===== config.mk =====
export PLATFORM = sky130hd
export DESIGN_NAME = prio_sweep_seq
export DESIGN_NICKNAME = d
export VERILOG_FILES = /design/src/rtl/prio_sweep_seq.sv
export SDC_FILE = /design/constraint.sdc
export NUM_CORES = 1
export LEC_CHECK = 0
export ABC_AREA = 1
export BUFFER_PORTS_ARGS = -buffer_cell sky130_fd_sc_hd__buf_2
export CAP_MARGIN = 20
export CORE_UTILIZATION = 47
export CTS_BUF_LIST = sky130_fd_sc_hd__clkbuf_16
export CTS_CLUSTER_DIAMETER = 80
export DETAILED_ROUTE_END_ITERATION = 10
export PLACE_DENSITY = 0.85
export SLEW_MARGIN = 20
export SYNTH_ARGS = -nofsm -noshare
export SYNTH_HDL_FRONTEND = slang
export SYNTH_SLANG_ARGS = --single-unit

===== constraint.sdc =====
create_clock -name clk -period 2.1 [get_ports clk]
set_input_delay 0.315 -clock clk [delete_from_list [all_inputs] [get_ports clk]]
set_output_delay 0.315 -clock clk [all_outputs]
set_load 0.05 [all_outputs]

===== src/rtl/prio_sweep_seq.sv =====
module prio_sweep_seq #(
  parameter int CH_W   = 2,
  parameter int D_W    = 10,
  parameter int LAT_LO = 28,
  parameter int LAT_HI = 33
) (
  input  logic                      clk,
  input  logic                      rst_n,
  input  logic                      start_flag,
  input  logic                      trig_src,
  input  logic                      ext_trig,
  input  logic                      res_10b,
  input  logic [CH_W-1:0]           grp_sel,
  input  logic [1:0]                div_sel,
  input  logic [D_W-1:0]            conv_data,
  output logic                      conv_start,
  output logic                      conv_busy,
  output logic [CH_W-1:0]           conv_ch,
  output logic                      res_valid,
  output logic [CH_W-1:0]           res_ch,
  output logic [D_W-1:0]            res_data,
  output logic [(1<<CH_W)*D_W-1:0]  res_all,
  output logic                      irq
);
  localparam int NCH = 1 << CH_W;
  localparam int CW  = $clog2(LAT_HI + 1);

  logic go_q, armed, res10_q;
  logic [CH_W-1:0] grp_q, oth;
  logic [1:0] div_q, pc;
  logic [CW-1:0] cnt;
  logic [D_W-1:0] rr [NCH];

  wire idle   = ~conv_busy & ~armed;
  wire rise   = start_flag & ~go_q;
  wire launch = (idle & rise & ~trig_src) | (armed & start_flag & ext_trig);
  wire [1:0] pmax = (div_q == 2'd0) ? 2'd3 : (div_q == 2'd1) ? 2'd1 : 2'd0;
  wire tick   = conv_busy & (pc == pmax);
  wire [CW-1:0] lat_m1 = res10_q ? CW'(LAT_HI - 1) : CW'(LAT_LO - 1);
  wire done   = tick & (cnt == lat_m1);
  wire to_oth = (conv_ch == '0) & (grp_q != '0);
  wire [CH_W-1:0] nxt    = to_oth ? oth : '0;
  wire [CH_W-1:0] oth_nx = (oth == grp_q) ? CH_W'(1) : oth + CH_W'(1);
  wire [D_W-1:0] res_w = res10_q ? conv_data : {{(D_W-8){1'b0}}, conv_data[7:0]};

  assign irq = 1'b0;

  for (genvar i = 0; i < NCH; i++) begin : g_out
    assign res_all[i*D_W +: D_W] = rr[i];
  end

  always_ff @(posedge clk) begin
    if (!rst_n) begin
      go_q <= 1'b0; armed <= 1'b0; res10_q <= 1'b0;
      grp_q <= '0; oth <= CH_W'(1); div_q <= '0; pc <= '0; cnt <= '0;
      conv_start <= 1'b0; conv_busy <= 1'b0; conv_ch <= '0;
      res_valid <= 1'b0; res_ch <= '0; res_data <= '0;
      for (int i = 0; i < NCH; i++) rr[i] <= '0;
    end else begin
      go_q       <= start_flag;
      conv_start <= 1'b0;
      res_valid  <= 1'b0;
      if (idle & rise) begin
        grp_q <= grp_sel; res10_q <= res_10b; div_q <= div_sel;
        oth <= CH_W'(1); armed <= trig_src;
      end
      if (armed & ~start_flag) armed <= 1'b0;
      if (launch) begin
        conv_busy <= 1'b1; armed <= 1'b0; conv_ch <= '0;
        cnt <= '0; pc <= '0; conv_start <= 1'b1;
      end else if (conv_busy) begin
        pc <= tick ? 2'd0 : pc + 2'd1;
        if (tick) cnt <= cnt + CW'(1);
        if (done) begin
          res_valid <= 1'b1; res_ch <= conv_ch; res_data <= res_w;
          rr[conv_ch] <= res_w;
          cnt <= '0;
          if (start_flag) begin
            conv_ch <= nxt; conv_start <= 1'b1;
            if (to_oth) oth <= oth_nx;
          end else begin
            conv_busy <= 1'b0;
          end
        end
      end
    end
  end

  a_r1_first_ch0: assert property (@(posedge clk) disable iff (!rst_n)
    conv_start && !$past(conv_busy) |-> conv_ch == '0);
  a_r3_back_to_ch0: assert property (@(posedge clk) disable iff (!rst_n)
    conv_start && $past(conv_busy) && $past(conv_ch) != '0 |-> conv_ch == '0);
  a_r4_in_group: assert property (@(posedge clk) disable iff (!rst_n)
    conv_start |-> conv_ch <= grp_q);
  a_r5_stop_on_clear: assert property (@(posedge clk) disable iff (!rst_n)
    res_valid && !$past(start_flag) |-> !conv_busy && !conv_start);
  a_r12_strobe_ch: assert property (@(posedge clk) disable iff (!rst_n)
    res_valid |-> res_ch == $past(conv_ch));
  a_r12_zero_ext: assert property (@(posedge clk) disable iff (!rst_n)
    res_valid && !res10_q |-> res_data[D_W-1:8] == '0);
  a_r7_single_pulse: assert property (@(posedge clk) disable iff (!rst_n)
    conv_start |=> !conv_start);
endmodule


==> flow_summary.yaml, run 1 <==
outcome:
  status: "finished clean"
worst_hold_path:
  hold-path-endpoint: "grp_q[1]$_SDFFE_PN0P_"
  hold_path_class: "input pin to register"
  hp-start: "grp_sel[1]"
  hold_path_depth: 3
logic_synthesis:
  yosys.area_share.simple_pct: 22.5
  synth_top_family_by_area: "simple AND/OR/NAND/NOR gates"
  synth-xor-area-share_pct: 0.580
  yosys_warnings: 0
  synth_seq_cells: 74
  yosysSeqAreaShare_pct: 62.3
  synthMuxAreaShare_pct: 0
  synth_cell_type_count: 32
  synth_top_area_share_pct: 39.8
  async_reset_ff_share_pct: 0
  netlist_instances: 315
  synth-main-ff-cell: "edfxtp_1"
  synth_compound_area_share_pct: 6.88
  synth_area_leaders: "edfxtp_1 (40%), dfxtp_1 (23%), nor2_1 (7.1%)"
  synth-edff-count: 40
  avgSynthCellArea_sq_um: 9.59
  netlist_area_sq_um: 3020
  yosysTopAreaCell: "edfxtp_1"
  synth_nets: 336
  post_synth_fa_ha_maj_area_fraction_pct: 0.414
pwr:
  power_density_nw_per_um2: 912
  power.switching_w: 0.000876
  p_clk_share_pct: 44.4
  power.internal_w: 0.00257
  swShare_pct: 25.4
  p_total_w: 0.00345
  pwr-share-seq_pct: 46.3
  p_leak_nw: 1.76
  pwr-share-comb_pct: 9.3
  peakVddDrop_uv: 611
layout:
  layout_commonest_cell: "buf_2"
  drive_gt1_share_pct: 28.8
  fin_area_sq_um: 3780
  nNetsFinal: 419
  layout.area.seq_sq_um: 1880
  nFillCells: 488
  multiInputGateArea_sq_um: 927
  syn2layout_area_growth_pct: 25.2
  final_cell_mix: "buf_2 (76), nor2_1 (57), nand2_1 (55)"
  insertedDiodeCount: 0
clock_network:
  cts_max_level: 3
  cts_tree: "yes"
  post_cts_resized: 0
  hold_buffers: 0
  cts-root-buf: "clkbuf_16"
  clk_pin_slew_ps: 60
  numCtsBuffers: 9
  clockBufferDepth: 2
  postCtsSetupBuffers: 0
  clock_sinks: 74
  clkLatencyLatePin_ps: 330
setup_path:
  cp_data_arrival_time_ps: 1900
  reg2reg_to: "rr[0][5]$_SDFFCE_PN0P_"
  path_max_fanout: 12
  start_kind: "register"
  r2r_slack_ps: 180
  cp-end-kind: "register"
  reg2reg_from: "res10_q$_SDFFE_PN0P_"
  rr_worst_depth: 10
  cp.required_ps: 2090
  worst-setup-path-type: "register to register"
run:
  maxCapViolCount: 0
timing:
  rsz0062_at_grt: "false"
  max_freq_ghz: 0.522
  finalSetupViolCount: 0
  finalMaxSlewViolations: 0
  setup_tns_ps: 0
  skew_ps: 5.63
  timing.hold.ws_ps: 264
  min_period_ps: 1920
  fin_crit_sh_pct: 91.3
  hold_violations: 0
floorplanning:
  io_pins: 78
  coreArea_sq_um: 6060
  floorplan.rows: 28
  start_util_pct: 49.8
  die_x_um: 82.2
  design.die.area_sq_um: 6750
  die-height_um: 82.2
placed_design:
  port_buffers: 76
  routabilityCongestion: 0.961
  dp_hpwl_um: 4920
  place_area_sq_um: 3480
global_routing:
  grt_pass1_vias: 2197
  grt_max_degree: 25
  antenna_found_initial: 0
  grt_first_pass_wirelength_um: 10300
  grt_overflow: 0
  grt_util_all_layers_pct: 21.5
detailed_routing:
  dr.pass1.iters: 5
  ant_nets: 0
  drc: 0
  vias: 2457
  wirelength_um: 6820
  avgViaCountPerCell: 5.14
  detail_route.wl_per_cell_um: 14.3
  first_iter_violations: 208
## state kept, by name, summed over array words and instances (netlist names)
register / count
rr: 40
res_data: 10
cnt: 6
conv_ch: 2
div_q: 2
grp_q: 2
oth: 2
pc: 2
res_ch: 2
armed: 1
conv_busy: 1
conv_start: 1
go_q: 1
res10_q: 1
res_valid: 1
## area by class of cell
cell class / instances / share of cell area, %
clock buffers: 9 / 5.96
multi-input cells: 193 / 24.5
clock inverters: 7 / 2.05
flip-flops and latches: 74 / 49.8
repair buffers: 83 / 11.4
well taps: 75 / 2.48
inverters: 37 / 3.74
## critical path: stages (launching register included)
cell	delay [ps]
dfxtp_1	420
nand2_1	90
inv_1	50
nand3_1	70
nand2_2	100
nand2_4	80
nor2_8	200
nand2_4	80
inv_4	70
nand2_1	70
nand2_1	340
## power by group through the flow
stage | clock network [W] | logic [W] | registers, W
global route | 0.00161 | 0.000345 | 0.00160
global placement | 0 | 0.000312 | 0.00162
floorplan | 0 | 0.000123 | 0.00173
detailed placement | 0 | 0.000317 | 0.00163
finish | 0.00153 | 0.000319 | 0.00160
CTS | 0.00155 | 0.000320 | 0.00160
## cells by family after synthesis
family                     after synthesis
xor gates and xnor gates                 2
other                                    1
buffers and inverters                   48
adders and majority gates                1
and+or+nand+nor                        151
DFF                                     74
AOI/OAI and AO/OA                       38
## Yosys cell counts, types with 2 or more instances
master	n
buf_6	3
nand3_1	21
nand2_2	2
nor3_1	2
edfxtp_1	40
buf_4	3
o21ai_0	18
nand4_1	3
clkbuf_1	4
inv_1	35
a21oi_1	16
nand2_1	56
dfxtp_1	34
nor2_1	57
nand2_4	3
nand3b_1	2
## metal layers
metal	vias to the layer above	GRT usage, %	wire length, um	part of all wire (%)
li1	1193	-	-	-
met1	1123	25.1	2760	40
met2	119	36.0	3280	48
met3	22	6.26	531	7.8
met4	0	11.1	244	3.6
met5	-	0	0	0
## worst max path at each step
stage | cells past startpoint | from | slack, ps | end
after global routing | 10 | cnt[3]$_SDFFE_PP0P_ | 10 | rr[0][8]$_SDFFCE_PN0P_
after floorplan | 8 | conv_busy$_SDFF_PN0_ | 110 | rr[1][0]$_SDFFCE_PN0P_
after global placement | 10 | cnt[0]$_SDFFE_PP0P_ | 280 | rr[2][7]$_SDFFCE_PN0P_
after CTS | 10 | res10_q$_SDFFE_PN0P_ | 160 | rr[2][6]$_SDFFCE_PN0P_
final | 10 | res10_q$_SDFFE_PN0P_ | 180 | rr[0][5]$_SDFFCE_PN0P_
after detailed placement | 10 | cnt[3]$_SDFFE_PP0P_ | 190 | rr[2][0]$_SDFFCE_PN0P_
## stage by stage
stage                     worst slack (ps)  std cells  utilization [%]
after floorplan                        114        315                -
after global placement                 278        462             57.3
after detailed placement               187        462             57.3
after CTS                              157        478             62.3
after global routing                  11.8        478             62.4
final                                  183        478             62.4
No activity file was read; power rests on OpenSTA's default activity.
==> run 2, diff against run 1 <==
--- a/config.mk
+++ b/config.mk
@@ -13,6 +13,7 @@
 export CTS_CLUSTER_DIAMETER = 80
 export DETAILED_ROUTE_END_ITERATION = 10
 export PLACE_DENSITY = 0.85
+export RECOVER_POWER = 50
 export SLEW_MARGIN = 20
 export SYNTH_ARGS = -nofsm -noshare
 export SYNTH_HDL_FRONTEND = slang
==> flow_summary.yaml, run 2 (same netlist as run 1, synthesis figures left out) <==
floorplanning:
  die_x_um: 82.2
  floorplan.rows: 28
  design.die.area_sq_um: 6750
  io_pins: 78
  die-height_um: 82.2
  start_util_pct: 49.8
  coreArea_sq_um: 6060
pwr:
  p_total_w: 0.00344
  power_density_nw_per_um2: 932
  p_leak_nw: 1.54
  peakVddDrop_uv: 608
setup_path:
  reg2reg_from: "res10_q$_SDFFE_PN0P_"
  crit_top_cell: "nand2_1"
  cp-end-kind: "register"
  path_cells: "nand2_1, inv_1, nand3_1, nand2_2, nand2_4, nor2_8, nand2_4, inv_4, nand2_1, nand2_1"
  cp_data_arrival_time_ps: 1900
  reg2reg_to: "rr[0][5]$_SDFFCE_PN0P_"
  path_max_fanout: 12
  worst-setup-path-type: "register to register"
  rr_worst_depth: 10
  r2r_slack_ps: 180
  crit_slowest_cell: "dfxtp_1"
  cp.required_ps: 2080
  cpPeakStageDelay_ps: 430
  start_kind: "register"
clock_network:
  numCtsBuffers: 9
  cts_tree: "yes"
  clk_pin_slew_ps: 60
  clock_sinks: 74
  clockBufferDepth: 2
  postCtsSetupBuffers: 0
  cts-root-buf: "clkbuf_16"
  cts_max_level: 3
  post_cts_resized: 0
  clkLatencyLatePin_ps: 330
  hold_buffers: 0
detailed_routing:
  avgViaCountPerCell: 5.12
  first_iter_violations: 219
  drc: 0
  wirelength_um: 6870
  detail_route.wl_per_cell_um: 14.4
  vias: 2449
  dr.pass1.iters: 4
  ant_nets: 0
timing:
  tightest_slew_ps: 1070
  finalSetupViolCount: 0
  max_freq_ghz: 0.521
  setup_tns_ps: 0
  hold_violations: 0
  skew_ps: 6.84
  timing.hold.ws_ps: 264
  min_period_ps: 1920
  rsz0062_at_grt: "false"
  maxSlewHeadroom_pct: 28.6
  finalMaxSlewViolations: 0
  fin_crit_sh_pct: 91.4
global_routing:
  grt_max_degree: 25
  antenna_found_initial: 0
  grt_util_all_layers_pct: 21.5
  grt_first_pass_wirelength_um: 10300
  grt_pass1_vias: 2197
  grt_overflow: 0
layout:
  layout_commonest_cell: "clkbuf_1"
  nNetsFinal: 419
  final_cells: 478
  drive_gt1_share_pct: 13.9
  largest_registers: "rr x40, res_data x10, cnt x6"
  syn2layout_area_growth_pct: 22.4
  final_cell_mix: "clkbuf_1 (59), nor2_1 (57), nand2_1 (56)"
  largest_reg_flops: 40
  insertedDiodeCount: 0
  regMostFlops: "rr"
  final_util_pct: 61.0
placed_design:
  port_buffers: 76
  routabilityCongestion: 0.961
  dp_hpwl_um: 4920
  placed_cells: 462
worst_hold_path:
  hold_path_class: "input pin to register"
  hp-start: "grp_sel[1]"
  hold_path_depth: 3
  hold-path-endpoint: "grp_q[1]$_SDFFE_PN0P_"
run:
  maxCapViolCount: 0
outcome:
  status: "finished clean"
## run 2: metrics by stage
stage,instance area [sq um],worst slack (ps)
2_1_floorplan,3030,114
3_3_place_gp,3480,278
3_5_place_dp,3480,187
4_1_cts,3780,157
5_1_grt,3700,15.9
6_report,3700,181
## run 2: critical path, delay by kind of cell, from the launching register on
kind | cells | cell delay, ps
buffers and inverters | 2 | 120
DFF | 1 | 430
and+or+nand+nor | 8 | 1020
## run 2: how the worst max path moves through the flow
stage	start	endpoint	slack, ps	depth (start not counted)
floorplan	conv_busy$_SDFF_PN0_	rr[1][0]$_SDFFCE_PN0P_	110	8
global placement	cnt[0]$_SDFFE_PP0P_	rr[2][7]$_SDFFCE_PN0P_	280	10
detailed placement	cnt[3]$_SDFFE_PP0P_	rr[2][0]$_SDFFCE_PN0P_	190	10
CTS	res10_q$_SDFFE_PN0P_	rr[2][6]$_SDFFCE_PN0P_	160	10
global route	cnt[3]$_SDFFE_PP0P_	rr[0][8]$_SDFFCE_PN0P_	20	10
finish	res10_q$_SDFFE_PN0P_	rr[0][5]$_SDFFCE_PN0P_	180	10
## run 2: metal layers
metal / vias up / global-route usage, % / share of wire, %
met1: 1128 / 25.1 / 40
met2: 108 / 36.0 / 48
met4: 0 / 11.1 / 3.5
li1: 1191 / - / -
met5: - / 0 / 0
met3: 22 / 6.26 / 7.7
## run 2: report_power, final
| part | switching (W) | internal (W) | total [W] | leakage (nW) |
|---|---|---|---|---|
| sequential | 0.0000274 | 0.00157 | 0.00160 | 0.689 |
| combinational | 0.000246 | 0.0000635 | 0.000310 | 0.705 |
| clock | 0.000609 | 0.000929 | 0.00154 | 0.146 |
| total | 0.000883 | 0.00256 | 0.00344 | 1.54 |
## run 2: final cells by class
type	instances	area (sq um)
multi-input combinational	193	925
tap	75	93.8
fill	532	2360
clock inverter	7	77.6
clock buffer	9	225
timing repair buffer	83	352
inverter	37	141
sequential	74	1880
